`config.mk`:
```
export PLATFORM = sky130hd
export DESIGN_NAME = intr_presenter
export DESIGN_NICKNAME = d
export VERILOG_FILES = /design/src/rtl/intp_pkg.sv /design/src/rtl/intp_arbiter.sv /design/src/rtl/intp_core.sv /design/src/rtl/intp_notify.sv /design/src/rtl/intr_presenter.sv
export SDC_FILE = /design/constraint.sdc
export NUM_CORES = 1
export LEC_CHECK = 0
export BUFFER_PORTS_ARGS = -buffer_cell sky130_fd_sc_hd__buf_4
export CORE_MARGIN = 1.5
export CORE_UTILIZATION = 55
export CTS_CLUSTER_DIAMETER = 80
export CTS_CLUSTER_SIZE = 8
export DETAILED_ROUTE_END_ITERATION = 6
export PLACE_DENSITY_LB_ADDON = 0.08
export RECOVER_POWER = 25
export SKIP_CTS_REPAIR_TIMING = 1
export SYNTH_ARGS = -nofsm -noshare
export SYNTH_HDL_FRONTEND = slang
export SYNTH_SLANG_ARGS = --single-unit
```
`constraint.sdc`:
```
create_clock -name clk -period 7.4 [get_ports clk]
set_clock_uncertainty 0.05 [all_clocks]
set_input_delay 1.85 -clock clk [delete_from_list [all_inputs] [get_ports clk]]
set_output_delay 1.85 -clock clk [all_outputs]
set_load 0.01 [all_outputs]
```
`src/rtl/intp_pkg.sv`:
```
package intp_pkg;
  parameter int unsigned SRC_W  = 24;
  parameter int unsigned PRIO_W = 8;
  localparam int unsigned WORD_W = SRC_W + PRIO_W;

  localparam logic [1:0] OP_SET_CPPR = 2'd0;
  localparam logic [1:0] OP_SET_IPI  = 2'd1;
  localparam logic [1:0] OP_ACCEPT   = 2'd2;
  localparam logic [1:0] OP_EOI      = 2'd3;

  typedef enum logic [2:0] {
    EV_NONE,
    EV_PRESENT,
    EV_SET_CPPR,
    EV_SET_IPI,
    EV_ACCEPT,
    EV_EOI
  } ev_kind_e;

  typedef struct packed {
    ev_kind_e            kind;
    logic [SRC_W-1:0]    src;
    logic [PRIO_W-1:0]   prio;
    logic [WORD_W-1:0]   data;
  } intp_event_t;
endpackage

```
`src/rtl/intp_arbiter.sv`:
```
module intp_arbiter
  import intp_pkg::*;
(
  input  logic              req_valid,
  input  logic [SRC_W-1:0]  req_src,
  input  logic [PRIO_W-1:0] req_prio,
  input  logic              cmd_valid,
  input  logic [1:0]        cmd_op,
  input  logic [WORD_W-1:0] cmd_data,
  output logic              cmd_ready,
  output intp_event_t       ev
);
  // Offers from the source side always win; a command waits.
  always_comb begin
    cmd_ready = !req_valid;
    ev.src    = req_src;
    ev.prio   = req_prio;
    ev.data   = cmd_data;
    ev.kind   = EV_NONE;
    if (req_valid) begin
      ev.kind = EV_PRESENT;
    end else if (cmd_valid) begin
      unique case (cmd_op)
        OP_SET_CPPR: ev.kind = EV_SET_CPPR;
        OP_SET_IPI:  ev.kind = EV_SET_IPI;
        OP_ACCEPT:   ev.kind = EV_ACCEPT;
        default:     ev.kind = EV_EOI;
      endcase
    end
  end
endmodule

```
`src/rtl/intp_core.sv`:
```
module intp_core
  import intp_pkg::*;
#(
  parameter logic [SRC_W-1:0] IPI_SRC = 24'd2
) (
  input  logic              clk,
  input  logic              rst_n,
  input  intp_event_t       ev,
  output logic              irq_q,
  output logic [WORD_W-1:0] word_q,
  output logic              n_rej,
  output logic [SRC_W-1:0]  n_rej_src,
  output logic              n_eoi,
  output logic [SRC_W-1:0]  n_eoi_src,
  output logic              n_rd,
  output logic [WORD_W-1:0] n_rd_data
);
  localparam logic [PRIO_W-1:0] PRIO_LEAST = '1;

  logic [PRIO_W-1:0] cppr_q, pend_q, ipi_q;
  logic [SRC_W-1:0]  src_q;
  logic [PRIO_W-1:0] cppr_d, pend_d, ipi_d;
  logic [SRC_W-1:0]  src_d;
  logic              irq_d;
  logic              upd_en;
  logic              run_ipi;
  logic [PRIO_W-1:0] ipi_prio;
  logic [PRIO_W-1:0] new_cppr;
  logic              busy;

  assign busy   = (src_q != '0);
  assign upd_en = (ev.kind != EV_NONE);
  assign word_q = {cppr_q, src_q};

  always_comb begin
    cppr_d    = cppr_q;
    pend_d    = pend_q;
    ipi_d     = ipi_q;
    src_d     = src_q;
    irq_d     = irq_q;
    n_rej     = 1'b0;
    n_rej_src = '0;
    n_eoi     = 1'b0;
    n_eoi_src = '0;
    n_rd      = 1'b0;
    n_rd_data = '0;
    run_ipi   = 1'b0;
    ipi_prio  = ipi_q;
    new_cppr  = ev.data[WORD_W-1:SRC_W];

    unique case (ev.kind)
      EV_PRESENT: begin
        if ((ev.prio >= cppr_q) || (busy && (pend_q <= ev.prio))) begin
          n_rej     = 1'b1;
          n_rej_src = ev.src;
        end else begin
          if (busy) begin
            n_rej     = 1'b1;
            n_rej_src = src_q;
          end
          src_d  = ev.src;
          pend_d = ev.prio;
          irq_d  = 1'b1;
        end
      end
      EV_SET_CPPR: begin
        cppr_d = new_cppr;
        if (new_cppr < cppr_q) begin
          if (busy && (new_cppr <= pend_q)) begin
            n_rej     = 1'b1;
            n_rej_src = src_q;
            src_d     = '0;
            irq_d     = 1'b0;
          end else begin
            run_ipi = (ipi_q < new_cppr);
          end
        end
      end
      EV_SET_IPI: begin
        ipi_d    = ev.data[PRIO_W-1:0];
        ipi_prio = ev.data[PRIO_W-1:0];
        run_ipi  = (ev.data[PRIO_W-1:0] < cppr_q);
      end
      EV_ACCEPT: begin
        n_rd      = 1'b1;
        n_rd_data = {cppr_q, src_q};
        irq_d     = 1'b0;
        cppr_d    = pend_q;
        src_d     = '0;
      end
      EV_EOI: begin
        n_eoi     = 1'b1;
        n_eoi_src = ev.data[SRC_W-1:0];
        cppr_d    = new_cppr;
        run_ipi   = (ipi_q < new_cppr);
      end
      default: ;
    endcase

    // IPI competes for the pending slot as a pseudo-source.
    if (run_ipi && !(busy && (pend_q <= ipi_prio))) begin
      if (busy) begin
        n_rej     = 1'b1;
        n_rej_src = src_q;
      end
      src_d  = IPI_SRC;
      pend_d = ipi_prio;
      irq_d  = 1'b1;
    end
  end

  always_ff @(posedge clk or negedge rst_n) begin
    if (!rst_n) begin
      cppr_q <= '0;
      pend_q <= PRIO_LEAST;
      ipi_q  <= PRIO_LEAST;
      src_q  <= '0;
      irq_q  <= 1'b0;
    end else if (upd_en) begin
      cppr_q <= cppr_d;
      pend_q <= pend_d;
      ipi_q  <= ipi_d;
      src_q  <= src_d;
      irq_q  <= irq_d;
    end
  end

  assert_irq_tracks_src_R11: assert property (@(posedge clk) disable iff (!rst_n)
    irq_q == (src_q != '0));

  assert_refused_offer_R2: assert property (@(posedge clk) disable iff (!rst_n)
    (ev.kind == EV_PRESENT) && (ev.prio >= cppr_q)
    |=> $stable(src_q) && $stable(cppr_q));

  assert_taken_offer_R3: assert property (@(posedge clk) disable iff (!rst_n)
    (ev.kind == EV_PRESENT) && (ev.prio < cppr_q) && (!busy || (pend_q > ev.prio))
    |=> irq_q && (src_q == $past(ev.src)));

  assert_accept_clears_R4: assert property (@(posedge clk) disable iff (!rst_n)
    (ev.kind == EV_ACCEPT) |=> (src_q == '0) && !irq_q && (cppr_q == $past(pend_q)));

  assert_ipi_masked_R8: assert property (@(posedge clk) disable iff (!rst_n)
    (ev.kind == EV_SET_IPI) && (ev.data[PRIO_W-1:0] >= cppr_q) |=> $stable(src_q));
endmodule

```
`src/rtl/intp_notify.sv`:
```
module intp_notify
  import intp_pkg::*;
(
  input  logic              clk,
  input  logic              rst_n,
  input  logic              n_rej,
  input  logic [SRC_W-1:0]  n_rej_src,
  input  logic              n_eoi,
  input  logic [SRC_W-1:0]  n_eoi_src,
  input  logic              n_rd,
  input  logic [WORD_W-1:0] n_rd_data,
  output logic              rej_valid,
  output logic [SRC_W-1:0]  rej_src,
  output logic              eoi_valid,
  output logic [SRC_W-1:0]  eoi_src,
  output logic              rd_valid,
  output logic [WORD_W-1:0] rd_data
);
  always_ff @(posedge clk or negedge rst_n) begin
    if (!rst_n) begin
      rej_valid <= 1'b0;
      rej_src   <= '0;
      eoi_valid <= 1'b0;
      eoi_src   <= '0;
      rd_valid  <= 1'b0;
      rd_data   <= '0;
    end else begin
      rej_valid <= n_rej;
      rej_src   <= n_rej_src;
      eoi_valid <= n_eoi;
      eoi_src   <= n_eoi_src;
      rd_valid  <= n_rd;
      rd_data   <= n_rd_data;
    end
  end
endmodule

```
`src/rtl/intr_presenter.sv`:
```
module intr_presenter
  import intp_pkg::*;
#(
  parameter logic [SRC_W-1:0] IPI_SRC = 24'd2
) (
  input  logic              clk,
  input  logic              rst_n,
  input  logic              req_valid,
  input  logic [SRC_W-1:0]  req_src,
  input  logic [PRIO_W-1:0] req_prio,
  input  logic              cmd_valid,
  output logic              cmd_ready,
  input  logic [1:0]        cmd_op,
  input  logic [WORD_W-1:0] cmd_data,
  output logic              rd_valid,
  output logic [WORD_W-1:0] rd_data,
  output logic              irq_out,
  output logic              rej_valid,
  output logic [SRC_W-1:0]  rej_src,
  output logic              eoi_valid,
  output logic [SRC_W-1:0]  eoi_src,
  output logic [WORD_W-1:0] cur_word
);
  intp_event_t       ev;
  logic              n_rej, n_eoi, n_rd;
  logic [SRC_W-1:0]  n_rej_src, n_eoi_src;
  logic [WORD_W-1:0] n_rd_data;

  intp_arbiter u_arb (
    .req_valid (req_valid),
    .req_src   (req_src),
    .req_prio  (req_prio),
    .cmd_valid (cmd_valid),
    .cmd_op    (cmd_op),
    .cmd_data  (cmd_data),
    .cmd_ready (cmd_ready),
    .ev        (ev)
  );

  intp_core #(.IPI_SRC(IPI_SRC)) u_core (
    .clk       (clk),
    .rst_n     (rst_n),
    .ev        (ev),
    .irq_q     (irq_out),
    .word_q    (cur_word),
    .n_rej     (n_rej),
    .n_rej_src (n_rej_src),
    .n_eoi     (n_eoi),
    .n_eoi_src (n_eoi_src),
    .n_rd      (n_rd),
    .n_rd_data (n_rd_data)
  );

  intp_notify u_notify (
    .clk       (clk),
    .rst_n     (rst_n),
    .n_rej     (n_rej),
    .n_rej_src (n_rej_src),
    .n_eoi     (n_eoi),
    .n_eoi_src (n_eoi_src),
    .n_rd      (n_rd),
    .n_rd_data (n_rd_data),
    .rej_valid (rej_valid),
    .rej_src   (rej_src),
    .eoi_valid (eoi_valid),
    .eoi_src   (eoi_src),
    .rd_valid  (rd_valid),
    .rd_data   (rd_data)
  );

  assert_eoi_pulse_R5: assert property (@(posedge clk) disable iff (!rst_n)
    cmd_valid && !req_valid && (cmd_op == OP_EOI)
    |=> eoi_valid && (eoi_src == $past(cmd_data[SRC_W-1:0])));

  assert_offer_wins_R10: assert property (@(posedge clk) disable iff (!rst_n)
    req_valid && cmd_valid |=> !rd_valid && !eoi_valid);

  assert_accept_returns_R4: assert property (@(posedge clk) disable iff (!rst_n)
    cmd_valid && !req_valid && (cmd_op == OP_ACCEPT)
    |=> rd_valid && (rd_data == $past(cur_word)));
endmodule

```
# Yosys cells after proc, flatten, opt, wreduce, memory -nomap -nowiden
# Index checks and enable logic that the tools add are counted.
# Widths: inputs -> output; s select.
# op_classes
magnitude_cmp	7
n_eq_ne	11
mux	39
n_reduce_logical	17
# op_table
cell	count
$mux 24	11
$pmux 24 s3	1
$pmux 24 s2	1
$mux 32	1
$mux 8	4
$le 8x8->1	3
$lt 8x8->1	3
$reduce_bool 24->1	1
$pmux 8 s2	1
$mux 1	14
$pmux 3 s3	1
$ge 8x8->1	1
$eq 3x2->1 const B	2
$eq 3x3->1 const B	2
$mux 3	2
$ne 3x1->1 const B	2
$pmux 1 s3	2
$reduce_and 5->1	1
$logic_and 1x1->1	4
$reduce_bool 2->1	2
$reduce_bool 4->1	1
$eq 3x1->1 const B	1
$ne 3x3->1 const B	1
$reduce_and 3->1	1
other kinds (10)	11
# totals
regBits	132
in_bits	70
output_inout_bits	117
elab_cells	85

# Depth between registers and ports, before layout
# Gate-level depths: netlist (run 1).
# depth
depth_word	12
depth_mapped	13
mapped_depth_nobuf	11

# Modules after synthesis
# A second synthesis (run 1) with hierarchy kept.
# unflattened
hier_cells	666
hier_area_um2	7133.1
# modules_own_cells
module	n_inst	cells_each	area_per_inst_um2	seq_area_each_um2
intp_core	1	515	4546.9	1246.2
intp_notify	1	83	2077.0	2077.0
intp_arbiter	1	68	509.2	0.0

# Least setup slack after synthesis (run 1)
# No wires, ideal clock.
# synth_timing
kind	input -> output
from	in req_valid
to	out cmd_ready
arrival_ns	2.271
required_ns	5.500
path_slack_ns	3.229
path_stages	2
n_path_buf	1
cell_sequence	inv_1 clkbuf_1
# synth_between
elab_chain_len	1
# synth_rtl
item	line_no	text
from (decl)	intr_presenter.sv:8	input logic req_valid,
$logic_not 1->1	intp_arbiter.sv:15	cmd_ready = !req_valid;
to (decl)	intr_presenter.sv:12	output logic cmd_ready,
# No other way between the ends.

# Worst setup path in the final report (run 1)
# layout_timing
from	in cmd_op[1]
to	reg u_core.src_q[2]
# layout_between
elab_chain_len	12
word_cells_on_any_way	25
classes_between	order compare: 1; eq/ne: 10; mux: 7; reduce/logical: 7
# layout_rtl
item	line_no	text
from (decl)	intr_presenter.sv:13	input logic [1:0] cmd_op,
$eq 2x2->1, or another cell as far along	intp_arbiter.sv:23	unique case (cmd_op)
$pmux 3 s3 (*)	intp_arbiter.sv:23	
$mux 3 (*)	intp_arbiter.sv:22	end else if (cmd_valid) begin
$mux 3 (*)	intp_arbiter.sv:20	if (req_valid) begin
$eq 3x2->1	intp_core.sv:51	unique case (ev.kind)
$mux 8	intp_core.sv:51	
$le 8x8->1	intp_core.sv:101	if (run_ipi && !(busy && (pend_q <= ipi_prio))) begin
$logic_and 1x1->1	intp_core.sv:101	
$logic_not 1->1	intp_core.sv:101	
$logic_and 1x1->1	intp_core.sv:101	
$ne 3x1->1 (no line), or another cell as far along	--	
$reduce_and 5->1 (no line)	--	
to (signal assigned)	intp_core.sv:123	src_q <= src_d;
to (decl)	intp_core.sv:21	logic [SRC_W-1:0] src_q;
# Mark *: on every way between the ends. The rest lies on a longest branch, timed or not.
# A chain may end at the register's enable or synchronous reset.

==> results.txt, run 1 <==
----------------------------------------------------
[Outcome]
  Result of the run ... finished with violations
  Violated checks ... max-capacitance violations, max-slew violations

[Final layout]
  Fillcell total ... 887
  Most frequent cells in the layout ... 170 x buf_4, 116 x dfrtp_1, 68 x mux2i_1
  Multi-input logic area ... 0.003177 mm^2
  Number of antenna cells inserted ... 0
  Fraction of final layout cells sized beyond drive strength 1 ... 33.38%
  Sequential cell area ... 0.003323 mm^2
  Most frequent standard cell in the layout excluding fill and tap cells ... buf_4
  Area Growth Syn to Fin ... 29.86%
  Finished layout cell area ... 0.008816 mm^2
  Count of nets after finishing ... 877

[Setup path]
  Worst stage delay on the critical path ... 0.82 ns
  Crit Path Class ... in2reg
  Maximum fanout encountered on the critical timing path ... 23
  Required time at the endpoint of the critical path ... 7.68 ns
  Critical path buffer and inverter count ... 1
  Element type at the critical path end ... register
  R2R setup slack ... 3.99 ns
  Critical Path AT ... 5.37 ns
  Critical path, cell by cell ... buf_4, nand2b_1, nor3_2, mux2i_1, ha_1, nor2b_1, o211ai_1, a21oi_1, o22ai_1, o21ai_4, a22oi_4, o2bb2ai_1
  Slowest cell on crit path ... a22oi_4
  Startpoint class of the critical path ... input port
  Family of cells with the greatest summed delay on the critical path ... compound AO/OA/AOI/OAI gates

[CTS]
  CTS Buffer Depth ... 2
  Clock latency of the later-clocked register in the worst-skew pair ... 0.42 ns
  Clk sink count ... 132
  Reg clk slew, reported paths ... 0.06 ns
  Maximum level of the CTS H-tree ... 4
  CTS Root Cell ... clkbuf_16
  Clock tree from TritonCTS ... done
  TritonCTS buffer count ... 17

[Global routing]
  Total global routing overflow ... 0
  Overall fraction of global-route tracks in use ... 26.77%
  Vias in the first global route ... 5007
  Antenna violations before repair ... 0
  Largest net degree at the start of global routing ... 72
  Global-route wire length before repair ... 26390 um

[Timing]
  Final critical-path required period ... 5.087 ns
  Unrepaired setup endpoints after global routing ... no
  Fmax achieved ... 0.1966 GHz
  Worst slew slack as a fraction of its limit ... -148.6%
  Final-report max-slew violation count ... 72
  Final cycle utilization of the critical path ... 68.75%
  Setup-violating endpoint count in the final report ... 0
  Slew at the pin closest to its max-slew limit ... 3.729 ns
  Setup TNS ... 0 ns
  Number of hold violations in the final report ... 0

[Routing]
  Vias post-DR ... 5103
  Wirelength, routed ... 17070 um
  Number of DRC markers in iteration 0 ... 286
  First-pass DRT Iterations ... 5
  Number of design rule violations left after detail routing ... 0
  Detail Route Antenna Nets ... 0
  Routed length per placed instance ... 18.67 um
  DR vias/cell ... 5.583

[Power and ir drop]
  Max IR drop VDD ... 240.8 uV
  Power per cell area ... 356.3 mW/mm^2
  Leakage power summed over all cells ... 4.607 nW

[Floorplan]
  Die Area ... 0.01302 mm^2
  Area inside the core boundary ... 0.01201 mm^2
  Row count ... 40
  Floorplan die width ... 114.1 um
  Initial core utilization ... 56.52%
  Number of placed I/O pins ... 187
  Die Height ... 114.1 um

[Synth]
  Most used flip-flop cell after synthesis ... dfrtp_1
  Number of warnings issued by yosys ... 0
  Register bit count reported by yosys ... 132
  Synthesized netlist cell count ... 570
  Post-synth EDFFs ... 0
  Fraction of synthesized cell area in xor and xnor cells ... 0%
  Post-synthesis mux area share ... 10.52%
  Count of unique library cells instantiated by Yosys ... 51
  Dominant combinational cell family by area after synthesis ... compound AO/OA/AOI/OAI gates
  Arithmetic-cell share of the synthesized area counting full adders, half adders and majority gates ... 9.768%
  Post-synthesis sequential area ratio ... 48.95%
  Avg Inst Size Synth ... 11.91 um^2
  Share of flip-flops with an asynchronous set or reset after synthesis ... 100.0%
  Syn nets ... 693
  Synthesized cell area ... 0.006789 mm^2
  Fraction of the mapped netlist area in compound gates ... 15.79%
  Synthesized-area fraction occupied by and/or/nand/nor cells ... 10.50%

[Job]
  Number of max-cap violations ... 1

[Placement]
  Instance area after placement ... 0.008264 mm^2
  Number of port buffers ... 186
  Weighted congestion reported at the end of routability-driven placement ... 0.9298
  HPWL after DPL ... 12370 um

[Min path]
  Worst Hold Class ... reg2reg

----------------------------------------------------
==> cell usage after synthesis, drive strengths merged, types with 3 or more instances <==
cell type	number	share of area [%]
nor2	21	1.2
ha	53	9.8
and2	49	4.5
a211oi	15	1.8
nor4	7	0.87
nor2b	5	0.46
o2bb2ai	47	7.9
inv	42	2.3
nand2b	5	0.46
nor3	9	0.74
o211ai	4	0.44
a21oi	22	1.6
nand2	12	0.70
buf	12	1.4
clkbuf	12	0.66
nand4	9	0.83
dfstp	16	6.2
or2	4	0.37
mux2i	68	10
o21ai	14	1.2
mux2	3	0.50
dfrtp	116	43
a31oi	3	0.28
a21o	3	0.33
==> layout make-up <==
class | count | area share (%)
Timing Repair Buffer | 189 | 15.29
Multi-Input combinational cell | 371 | 36.03
Clock inverter | 13 | 2.044
Inverter | 43 | 1.831
Tap cell | 147 | 2.086
Clock buffer | 19 | 5.024
Sequential cell | 132 | 37.70
==> cell families after synthesis <==
logic type / after synthesis
compound gates: 122
fa+ha+maj: 53
buf+inv: 67
flops: 132
mux: 71
simple gates: 125
==> routing by layer <==
layer	part of all wire [%]	track usage, %
met5	0	0
met4	2.4	10.42
met3	6.0	5.717
met2	46	41.45
met1	45	37.13
==> path summary, 6_finish.rpt <==
path | start | end | cells past startpoint
max in group asynchronous | rst_n | u_notify.eoi_src[6]$_DFF_PN0_ | 2
setup reg to reg | u_core.pend_q[1]$_DFFE_PN1P_ | u_core.src_q[22]$_DFFE_PN0P_ | 8
setup / recovery | cmd_op[1] | u_core.src_q[2]$_DFFE_PN0P_ | 12
min in group asynchronous | rst_n | u_notify.rd_data[17]$_DFF_PN0_ | 1
hold / removal | u_core.irq_q$_DFFE_PN0P_ | u_core.irq_q$_DFFE_PN0P_ | 2
hold reg to reg | u_core.irq_q$_DFFE_PN0P_ | u_core.irq_q$_DFFE_PN0P_ | 2
==> state kept, by name (all words and copies together), names as in the netlist <==
| name | flops |
|---|---|
| u_notify.rej_src | 24 |
| u_core.irq_q | 1 |
| u_core.ipi_q | 8 |
| u_notify.rd_valid | 1 |
| u_core.src_q | 24 |
| u_notify.eoi_src | 24 |
| u_core.cppr_q | 8 |
| u_core.pend_q | 8 |
| u_notify.rd_data | 32 |
| u_notify.rej_valid | 1 |
| u_notify.eoi_valid | 1 |
==> metrics by stage <==
step | cells | utilization, % | worst slack, ns | power, mW | hold slack (ns)
finish | 914 | 73.40 | 2.313 | 3.141 | 0.5179
global route | 914 | 73.40 | 1.561 | 3.321 | 0.5418
CTS | 914 | 73.99 | 2.323 | 3.157 | 0.5220
detailed placement | 882 | 68.80 | 1.909 | 2.273 | 0.5053
global placement | 882 | 68.80 | 2.088 | 2.221 | 0.4885
floorplan | 570 | - | 3.229 | 1.822 | 0.5029
==> worst reg2reg max path, delay by kind of cell (launching register included) <==
kind | cells | cell delay, ns
muxes | 1 | 0.32
AOI/OAI and AO/OA | 4 | 1.28
adders and majority gates | 1 | 0.27
buffers and inverters | 1 | 0.62
DFF | 1 | 0.60
and+or+nand+nor | 1 | 0.14
==> power by group <==
part	switching [mW]	internal [mW]	total, mW	leakage, nW
registers	0.216	0.905	1.12	1.71
clock network	0.308	0.571	0.879	0.300
logic	0.583	0.558	1.14	2.60
Note: power is estimated with default switching activity, not from simulation.
==> inputs of run 2 (changes only) <==
--- a/config.mk
+++ b/config.mk
@@ -5,9 +5,10 @@
 export SDC_FILE = /design/constraint.sdc
 export NUM_CORES = 1
 export LEC_CHECK = 0
+export ABC_AREA = 1
 export BUFFER_PORTS_ARGS = -buffer_cell sky130_fd_sc_hd__buf_4
 export CORE_MARGIN = 1.5
-export CORE_UTILIZATION = 55
+export CORE_UTILIZATION = 53
 export CTS_CLUSTER_DIAMETER = 80
 export CTS_CLUSTER_SIZE = 8
 export DETAILED_ROUTE_END_ITERATION = 6
==> constraint.sdc (replaced) <==
create_clock -name clk -period 4.9 [get_ports clk]
set_clock_uncertainty 0.05 [all_clocks]
set_input_delay 1.225 -clock clk [delete_from_list [all_inputs] [get_ports clk]]
set_output_delay 1.225 -clock clk [all_outputs]
set_load 0.01 [all_outputs]
==> run 2 against run 1 <==
Effect of this change:
- the flow still finishes with violations (max-capacitance violations, max-slew violations)
- utilization fell by 1.9 points
- area after synthesis grew 3.7%
- worst setup slack got worse by 1.6 ns
- largest cell class unchanged
- first-iteration DRC count is 45% higher
- final cell count up 34%
- power increased by 41%
- synthesized cell count grew 51%
- wire length grew 14%
- die area grew 7.5%
- clock power is 48% higher
- flip-flop and latch count stayed put
==> results.txt, run 2 <==
----------------------------------------------------
[Outcome]
  Result of the run ... finished with violations (unchanged)
  Violated checks ... max-capacitance violations, max-slew violations (unchanged)

[Setup path]
  Beginning of the worst register-to-register path ... u_core.cppr_q[1]$_DFFE_PN0P_ (was u_core.pend_q[1]$_DFFE_PN1P_)
  Startpoint class of the critical path ... input port (unchanged)
  Worst-case reg-to-reg path depth ... 14 (was 8)
  R2R setup slack ... 1.67 ns (was 3.99 ns)
  Maximum fanout encountered on the critical timing path ... 25 (was 23)
  Required time at the endpoint of the critical path ... 5.21 ns (was 7.68 ns)
  Crit Path Class ... in2reg (unchanged)
  Element type at the critical path end ... register (unchanged)
  Critical Path AT ... 4.47 ns (was 5.37 ns)
  Crit Reg-Reg Endpoint ... u_core.src_q[12]$_DFFE_PN0P_ (was u_core.src_q[22]$_DFFE_PN0P_)

[Synth]
  Number of warnings issued by yosys ... 0 (unchanged)
  Avg Inst Size Synth ... 8.161 um^2 (was 11.91 um^2)
  Syn nets ... 986 (was 693)
  Largest area contributor in the synthesized netlist ... dfrtp_1 (unchanged)
  Top cells by area, synth ... dfrtp_1 41%, ha_1 9.4%, nand2_1 9.3% (was dfrtp_1 43%, mux2i_1 10%, ha_1 9.8%)
  Most common cell in the netlist ... nand2_1 (was dfrtp_1)
  Most used flip-flop cell after synthesis ... dfrtp_1 (unchanged)
  Synthesized netlist cell count ... 863 (was 570)
  Synthesized cell area ... 0.007043 mm^2 (was 0.006789 mm^2)
  Share of flip-flops with an asynchronous set or reset after synthesis ... 100.0% (unchanged)
  Post-synth EDFFs ... 0 (unchanged)
  Register bit count reported by yosys ... 132 (unchanged)
  Count of unique library cells instantiated by Yosys ... 33 (was 51)
  Post-synthesis sequential area ratio ... 47.18% (was 48.95%)
  Area share of the largest cell type after synthesis ... 41.22% (was 42.76%)
  Commonest cells in the synthesized netlist ... 174 x nand2_1, 124 x inv_1, 116 x dfrtp_1 (was 116 x dfrtp_1, 68 x mux2i_1, 53 x ha_1)

[Final layout]
  Most frequent standard cell in the layout excluding fill and tap cells ... buf_4 (unchanged)
  Fillcell total ... 1067 (was 887)
  Number of antenna cells inserted ... 0 (unchanged)
  Area Growth Syn to Fin ... 29.69% (was 29.86%)
  Largest Register ... u_notify.rd_data (unchanged)
  Fraction of final layout cells sized beyond drive strength 1 ... 24.64% (was 33.38%)
  Filler-free cell count of the finished design ... 1227 (was 914)
  Count of nets after finishing ... 1165 (was 877)
  Post-route core utilization ... 71.51% (was 73.40%)
  Most frequent cells in the layout ... 194 x buf_4, 174 x nand2_1, 124 x inv_1 (was 170 x buf_4, 116 x dfrtp_1, 68 x mux2i_1)
  Number of flip-flops in the largest register ... 32 (unchanged)
  Finished layout cell area ... 0.009134 mm^2 (was 0.008816 mm^2)

[CTS]
  Maximum level of the CTS H-tree ... 4 (unchanged)
  CTS Root Cell ... clkbuf_16 (unchanged)
  Clock tree from TritonCTS ... done (unchanged)
  TritonCTS buffer count ... 17 (unchanged)
  Clock latency of the later-clocked register in the worst-skew pair ... 0.42 ns (about the same)
  Reg clk slew, reported paths ... 0.06 ns (about the same)
  Clk sink count ... 132 (unchanged)
  CTS Buffer Depth ... 2 (unchanged)

[Timing]
  Final cycle utilization of the critical path ... 84.75%
  Final critical-path required period ... 4.153 ns
  Worst slew slack as a fraction of its limit ... -62.06% (was -148.6%)
  Setup TNS ... 0 ns (unchanged)
  Number of hold violations in the final report ... 0 (unchanged)
  Setup-violating endpoint count in the final report ... 0 (unchanged)
  Fmax achieved ... 0.2408 GHz
  Unrepaired setup endpoints after global routing ... no (unchanged)
  Slew at the pin closest to its max-slew limit ... 2.431 ns (was 3.729 ns)
  Worst Slack Setup Final ... 0.7470 ns (was 2.313 ns)
  Post-route worst hold slack ... 0.4367 ns (was 0.5179 ns)
  Final-report max-slew violation count ... 101 (was 72)

[Global routing]
  Largest net degree at the start of global routing ... 101 (was 72)
  Antenna violations before repair ... 0 (unchanged)
  Most used routing layer in global routing ... met2 (unchanged)
  Global routing met3 resource utilization ... 6.853% (was 5.717%)
  Total global routing overflow ... 0 (unchanged)
  Met2 routing resource usage after global routing ... 42.84% (was 41.45%)
  Overall fraction of global-route tracks in use ... 28.24% (was 26.77%)
  Global-route wire length before repair ... 30930 um (was 26390 um)
  Vias in the first global route ... 6117 (was 5007)
  Met1 GRT Util ... 38.98% (was 37.13%)

[Power and ir drop]
  Max IR drop VDD ... 294.6 uV (was 240.8 uV)
  Leakage power summed over all cells ... 5.051 nW (was 4.607 nW)
  Overall power consumption ... 4.427 mW (was 3.141 mW)
  Power per cell area ... 484.7 mW/mm^2 (was 356.3 mW/mm^2)

[Job]
  Number of max-cap violations ... 1 (unchanged)

[Min path]
  Min-delay src ... u_core.irq_q$_DFFE_PN0P_ (unchanged)
  Worst hold path cell count ... 2 (unchanged)
  Worst Hold Class ... reg2reg (unchanged)
  Hold path endpoint ... u_core.irq_q$_DFFE_PN0P_ (unchanged)

[Routing]
  First-pass DRT Iterations ... 5 (unchanged)
  Routed length per placed instance ... 15.87 um (was 18.67 um)
  Vias post-DR ... 6408 (was 5103)
  DR vias/cell ... 5.222 (was 5.583)
  Number of design rule violations left after detail routing ... 0 (unchanged)
  Number of DRC markers in iteration 0 ... 416 (was 286)
  Wirelength, routed ... 19480 um (was 17070 um)
  Detail Route Antenna Nets ... 0 (unchanged)

[Floorplan]
  Die Height ... 118.3 um (was 114.1 um)
  Initial core utilization ... 55.14% (was 56.52%)
  Floorplan die width ... 118.3 um (was 114.1 um)
  Number of placed I/O pins ... 187 (unchanged)
  Row count ... 41 (was 40)
  Die Area ... 0.01399 mm^2 (was 0.01302 mm^2)
  Area inside the core boundary ... 0.01277 mm^2 (was 0.01201 mm^2)

[Placement]
  Instance area after placement ... 0.008548 mm^2 (was 0.008264 mm^2)
  Post-placement cell count ... 1195 (was 882)
  Pre-CTS setup slack ... 0.5451 ns (was 1.909 ns)
  HPWL after DPL ... 13920 um (was 12370 um)
  Number of port buffers ... 186 (unchanged)
  Weighted congestion reported at the end of routability-driven placement ... 0.9523 (was 0.9298)

----------------------------------------------------
## run 2: changes by cell type in the layout (fill, tap and decap cells not counted), sizes merged, moves of 49 or more
cell	before	now
and2	49	0
nand2	12	179
inv	44	128
nor2	21	112
o21ai	14	80
a21oi	22	80
mux2i	68	0
## run 2: layer usage
metal / share of wire (%) / routed length (um)
met5: 0 / 0
met2: 44 / 8652
met1: 45 / 8787
met4: 2.2 / 427
met3: 8.3 / 1611
## run 2: report_power, final
part	switching [mW]	total [mW]	internal [mW]
registers	0.189	1.53	1.35
clock network	0.496	1.30	0.802
logic	0.974	1.59	0.620
## run 2: final cells by class
cell class	count	area [um^2]	share of cell area, %
repair buffers	195	1461	16.00
clock buffers	17	425.4	4.658
inverters	128	480.5	5.260
flip-flops and latches	132	3323	36.38
clock inverters	15	182.7	2.000
well taps	172	215.2	2.356
multi-input cells	568	3045	33.34
## run 2: cell families (layout without fill, tap and decap cells)
family,count (synthesis),count (layout),synth area share [%]
and+or+nand+nor,343,343,21.28
AOI/OAI and AO/OA,172,172,12.77
buffers and inverters,163,355,9.345
DFF,132,132,47.18
adders and majority gates,53,53,9.416
## run 2: worst max-delay path by stage
stage	startpoint	end	slack (ns)
floorplan	req_valid	u_core.src_q[16]$_DFFE_PN0P_	1.30
global placement	req_valid	u_core.src_q[19]$_DFFE_PN0P_	0.65
detailed placement	req_valid	u_core.src_q[5]$_DFFE_PN0P_	0.55
CTS	req_valid	u_core.src_q[12]$_DFFE_PN0P_	0.98
global route	req_valid	u_core.src_q[12]$_DFFE_PN0P_	0.45
finish	req_valid	u_core.src_q[12]$_DFFE_PN0P_	0.75
## run 2: critical path, cell delays in order
cell and delay, ns:
buf_4 0.18, nor2_1 0.30, nand2_4 0.12, nor2_8 0.15, inv_1 0.13, o21ai_0 0.32, inv_1 0.08, ha_1 0.32
a21oi_1 0.13, o21ai_0 0.09, o22ai_1 0.15, nand2_1 0.12, nand2_4 0.29, nand3_4 0.32, nand3_4 0.34, nand2_1 0.10
nand2_1 0.08
==> inputs of run 3 (changes only) <==
==> constraint.sdc (replaced) <==
create_clock -name clk -period 4.1 [get_ports clk]
set_clock_uncertainty 0.05 [all_clocks]
set_input_delay 1.025 -clock clk [delete_from_list [all_inputs] [get_ports clk]]
set_output_delay 1.025 -clock clk [all_outputs]
set_load 0.01 [all_outputs]
==> run 3 against run 2 <==
Effect of this change:
- the run still ends with max-capacitance violations, max-slew violations left
- clock power grew 10%
- critical path depth grew 1
- non-clock buffer count grew 7
- register-to-register slack lost 0.78 ns
- flip-flop and latch count is the same
- worst setup slack lost 0.29 ns
- critical endpoint is now u_core.src_q[22]$_DFFE_PN0P_
- largest cell class unchanged
- highest routed layer unchanged
- combinational power grew 23%
==> results.txt, run 3 (synthesized netlist as in run 2, its figures left out) <==
----------------------------------------------------
[Placement]
  Number of port buffers ... 186 (unchanged)
  HPWL after DPL ... 14250 um (was 13920 um)
  Instance area after placement ... 0.008613 mm^2 (was 0.008548 mm^2)
  Weighted congestion reported at the end of routability-driven placement ... 0.9243 (was 0.9523)
  Pre-CTS setup slack ... 0.1093 ns (was 0.5451 ns)

[Timing]
  Fmax achieved ... 0.2745 GHz
  Worst slew slack as a fraction of its limit ... -14.66% (was -62.06%)
  Slew at the pin closest to its max-slew limit ... 1.720 ns (was 2.431 ns)
  Setup-violating endpoint count in the final report ... 0 (unchanged)
  Final-report max-slew violation count ... 71 (was 101)
  Final cycle utilization of the critical path ... 88.85%
  Unrepaired setup endpoints after global routing ... no (unchanged)
  Post-route worst hold slack ... 0.4562 ns (was 0.4367 ns)
  Worst Slack Setup Final ... 0.4570 ns (was 0.7470 ns)
  Setup TNS ... 0 ns (unchanged)
  Final critical-path required period ... 3.643 ns
  Number of hold violations in the final report ... 0 (unchanged)

[Setup path]
  Critical path, cell by cell ... buf_4, inv_1, nor2_8, nand2_4, nor2_8, inv_1, o21ai_0, inv_1, ha_1, nand4_1, a31oi_1, o22ai_1, nand2_1, nand2_4, nand2_4, nand3_4, nand2_1, nand2_1 (was buf_4, nor2_1, nand2_4, nor2_8, inv_1, o21ai_0, inv_1, ha_1, a21oi_1, o21ai_0, o22ai_1, nand2_1, nand2_4, nand3_4, nand3_4, nand2_1, nand2_1)
  Beginning of the worst register-to-register path ... u_core.cppr_q[3]$_DFFE_PN0P_ (was u_core.cppr_q[1]$_DFFE_PN0P_)
  Family of cells with the greatest summed delay on the critical path ... simple AND/OR/NAND/NOR gates (unchanged)
  Element type at the critical path end ... register (unchanged)
  R2R setup slack ... 0.89 ns (was 1.67 ns)
  Slowest cell on crit path ... nand2_4 (was nand3_4)
  Crit Reg-Reg Endpoint ... u_core.src_q[22]$_DFFE_PN0P_ (was u_core.src_q[12]$_DFFE_PN0P_)
  Crit Path Class ... in2reg (unchanged)
  Worst stage delay on the critical path ... 0.33 ns (was 0.34 ns)
  Required time at the endpoint of the critical path ... 4.36 ns (was 5.21 ns)
  Worst-case reg-to-reg path depth ... 12 (was 14)
  Startpoint class of the critical path ... input port (unchanged)
  Critical path buffer and inverter count ... 4 (was 3)
  Maximum fanout encountered on the critical timing path ... 25 (unchanged)
  Critical Path AT ... 3.90 ns (was 4.47 ns)

[Final layout]
  Largest Register ... u_notify.rd_data (unchanged)
  Fraction of final layout cells sized beyond drive strength 1 ... 25.14% (was 24.64%)
  Number of antenna cells inserted ... 0 (unchanged)
  Multi-input logic area ... 0.003059 mm^2 (was 0.003045 mm^2)
  Area Growth Syn to Fin ... 30.09% (was 29.69%)
  Fillcell total ... 1010 (was 1067)
  Count of nets after finishing ... 1172 (was 1165)
  Most frequent standard cell in the layout excluding fill and tap cells ... buf_4 (unchanged)
  Sequential cell area ... 0.003323 mm^2 (unchanged)
  Finished layout cell area ... 0.009163 mm^2 (was 0.009134 mm^2)
  Most frequent cells in the layout ... 199 x buf_4, 175 x nand2_1, 124 x inv_1 (was 194 x buf_4, 174 x nand2_1, 124 x inv_1)
  Number of flip-flops in the largest register ... 32 (unchanged)

[Global routing]
  Global-route wire length before repair ... 31970 um (was 30930 um)
  Antenna violations before repair ... 0 (unchanged)
  Total global routing overflow ... 0 (unchanged)
  Largest net degree at the start of global routing ... 71 (was 101)
  Vias in the first global route ... 6164 (was 6117)
  Overall fraction of global-route tracks in use ... 29.25% (was 28.24%)

[Min path]
  Worst hold path cell count ... 2 (unchanged)
  Min-delay src ... u_core.src_q[23]$_DFFE_PN0P_ (was u_core.irq_q$_DFFE_PN0P_)
  Hold path endpoint ... u_core.src_q[23]$_DFFE_PN0P_ (was u_core.irq_q$_DFFE_PN0P_)
  Worst Hold Class ... reg2reg (unchanged)

[Routing]
  Number of design rule violations left after detail routing ... 0 (unchanged)
  DR vias/cell ... 5.310 (was 5.222)
  Vias post-DR ... 6553 (was 6408)
  Detail Route Antenna Nets ... 0 (unchanged)
  First-pass DRT Iterations ... 5 (unchanged)
  Wirelength, routed ... 19930 um (was 19480 um)
  Routed length per placed instance ... 16.15 um (was 15.87 um)
  Number of DRC markers in iteration 0 ... 565 (was 416)

[Floorplan]
  Row count ... 41 (unchanged)
  Die Area ... 0.01399 mm^2 (unchanged)
  Die Height ... 118.3 um (unchanged)
  Number of placed I/O pins ... 187 (unchanged)
  Floorplan die width ... 118.3 um (unchanged)
  Area inside the core boundary ... 0.01277 mm^2 (unchanged)
  Initial core utilization ... 55.14% (unchanged)

[CTS]
  Maximum level of the CTS H-tree ... 4 (unchanged)
  Clock latency of the later-clocked register in the worst-skew pair ... 0.42 ns (about the same)
  TritonCTS buffer count ... 17 (unchanged)
  CTS Buffer Depth ... 2 (unchanged)
  CTS Root Cell ... clkbuf_16 (unchanged)
  Reg clk slew, reported paths ... 0.06 ns (about the same)
  Clock tree from TritonCTS ... done (unchanged)
  Clk sink count ... 132 (unchanged)

[Job]
  Number of max-cap violations ... 1 (unchanged)

[Power and ir drop]
  Max IR drop VDD ... 328.9 uV (was 294.6 uV)
  Leakage power summed over all cells ... 5.082 nW (was 5.051 nW)
  Power per cell area ... 569.2 mW/mm^2 (was 484.7 mW/mm^2)

[Outcome]
  Violated checks ... max-capacitance violations, max-slew violations (unchanged)
  Result of the run ... finished with violations (unchanged)

----------------------------------------------------
-- run 3: cell types whose count changed in the layout (fill, tap and decap cells not counted), sizes merged --
cell | before | now
buf | 194 | 200
clkbuf | 18 | 21
bufinv | 3 | 1
-- run 3: worst max path at each step --
stage	startpoint	to	slack (ns)	cells past startpoint
after detailed placement	cmd_valid	u_core.src_q[0]$_DFFE_PN0P_	0.11	18
after global routing	cmd_valid	u_core.src_q[22]$_DFFE_PN0P_	0.12	18
final	cmd_valid	u_core.src_q[22]$_DFFE_PN0P_	0.46	18
after CTS	cmd_valid	u_core.src_q[22]$_DFFE_PN0P_	0.49	18
after floorplan	req_valid	u_core.src_q[16]$_DFFE_PN0P_	0.70	18
after global placement	cmd_valid	u_core.src_q[18]$_DFFE_PN0P_	0.18	18
-- run 3: cell type report --
cell class | instances | area share, %
multi-input cells | 568 | 33.39
clock inverters | 13 | 1.174
repair buffers | 202 | 16.63
inverters | 128 | 5.244
flip-flops and latches | 132 | 36.27
well taps | 172 | 2.349
clock buffers | 19 | 4.943
-- run 3: through the flow --
step	instances	power, mW	utilization [%]
after floorplan	863	2.925	-
after global placement	1202	3.721	67.43
after detailed placement	1202	3.760	67.43
after CTS	1234	5.210	71.82
after global routing	1234	5.546	71.73
final	1234	5.215	71.73
-- run 3: tightest hold or removal path, cell delays in order, from the launching register on --
cell and delay [ns]:
dfrtp_1 0.36, nand2_1 0.06, nand2_1 0.05
-- run 3: layer usage --
layer | global-route usage [%] | vias up | wire length, um
li1 | - | 3144 | -
met1 | 41.27 | 3031 | 8820
met2 | 44.00 | 337 | 8699
met3 | 5.840 | 41 | 1891
met4 | 12.35 | 0 | 516
met5 | 0 | - | 0
-- run 3: power breakdown --
part	leakage [nW]	switching [mW]	internal [mW]
registers	1.70	0.219	1.61
clock network	0.271	0.571	0.860
logic	3.11	1.19	0.767
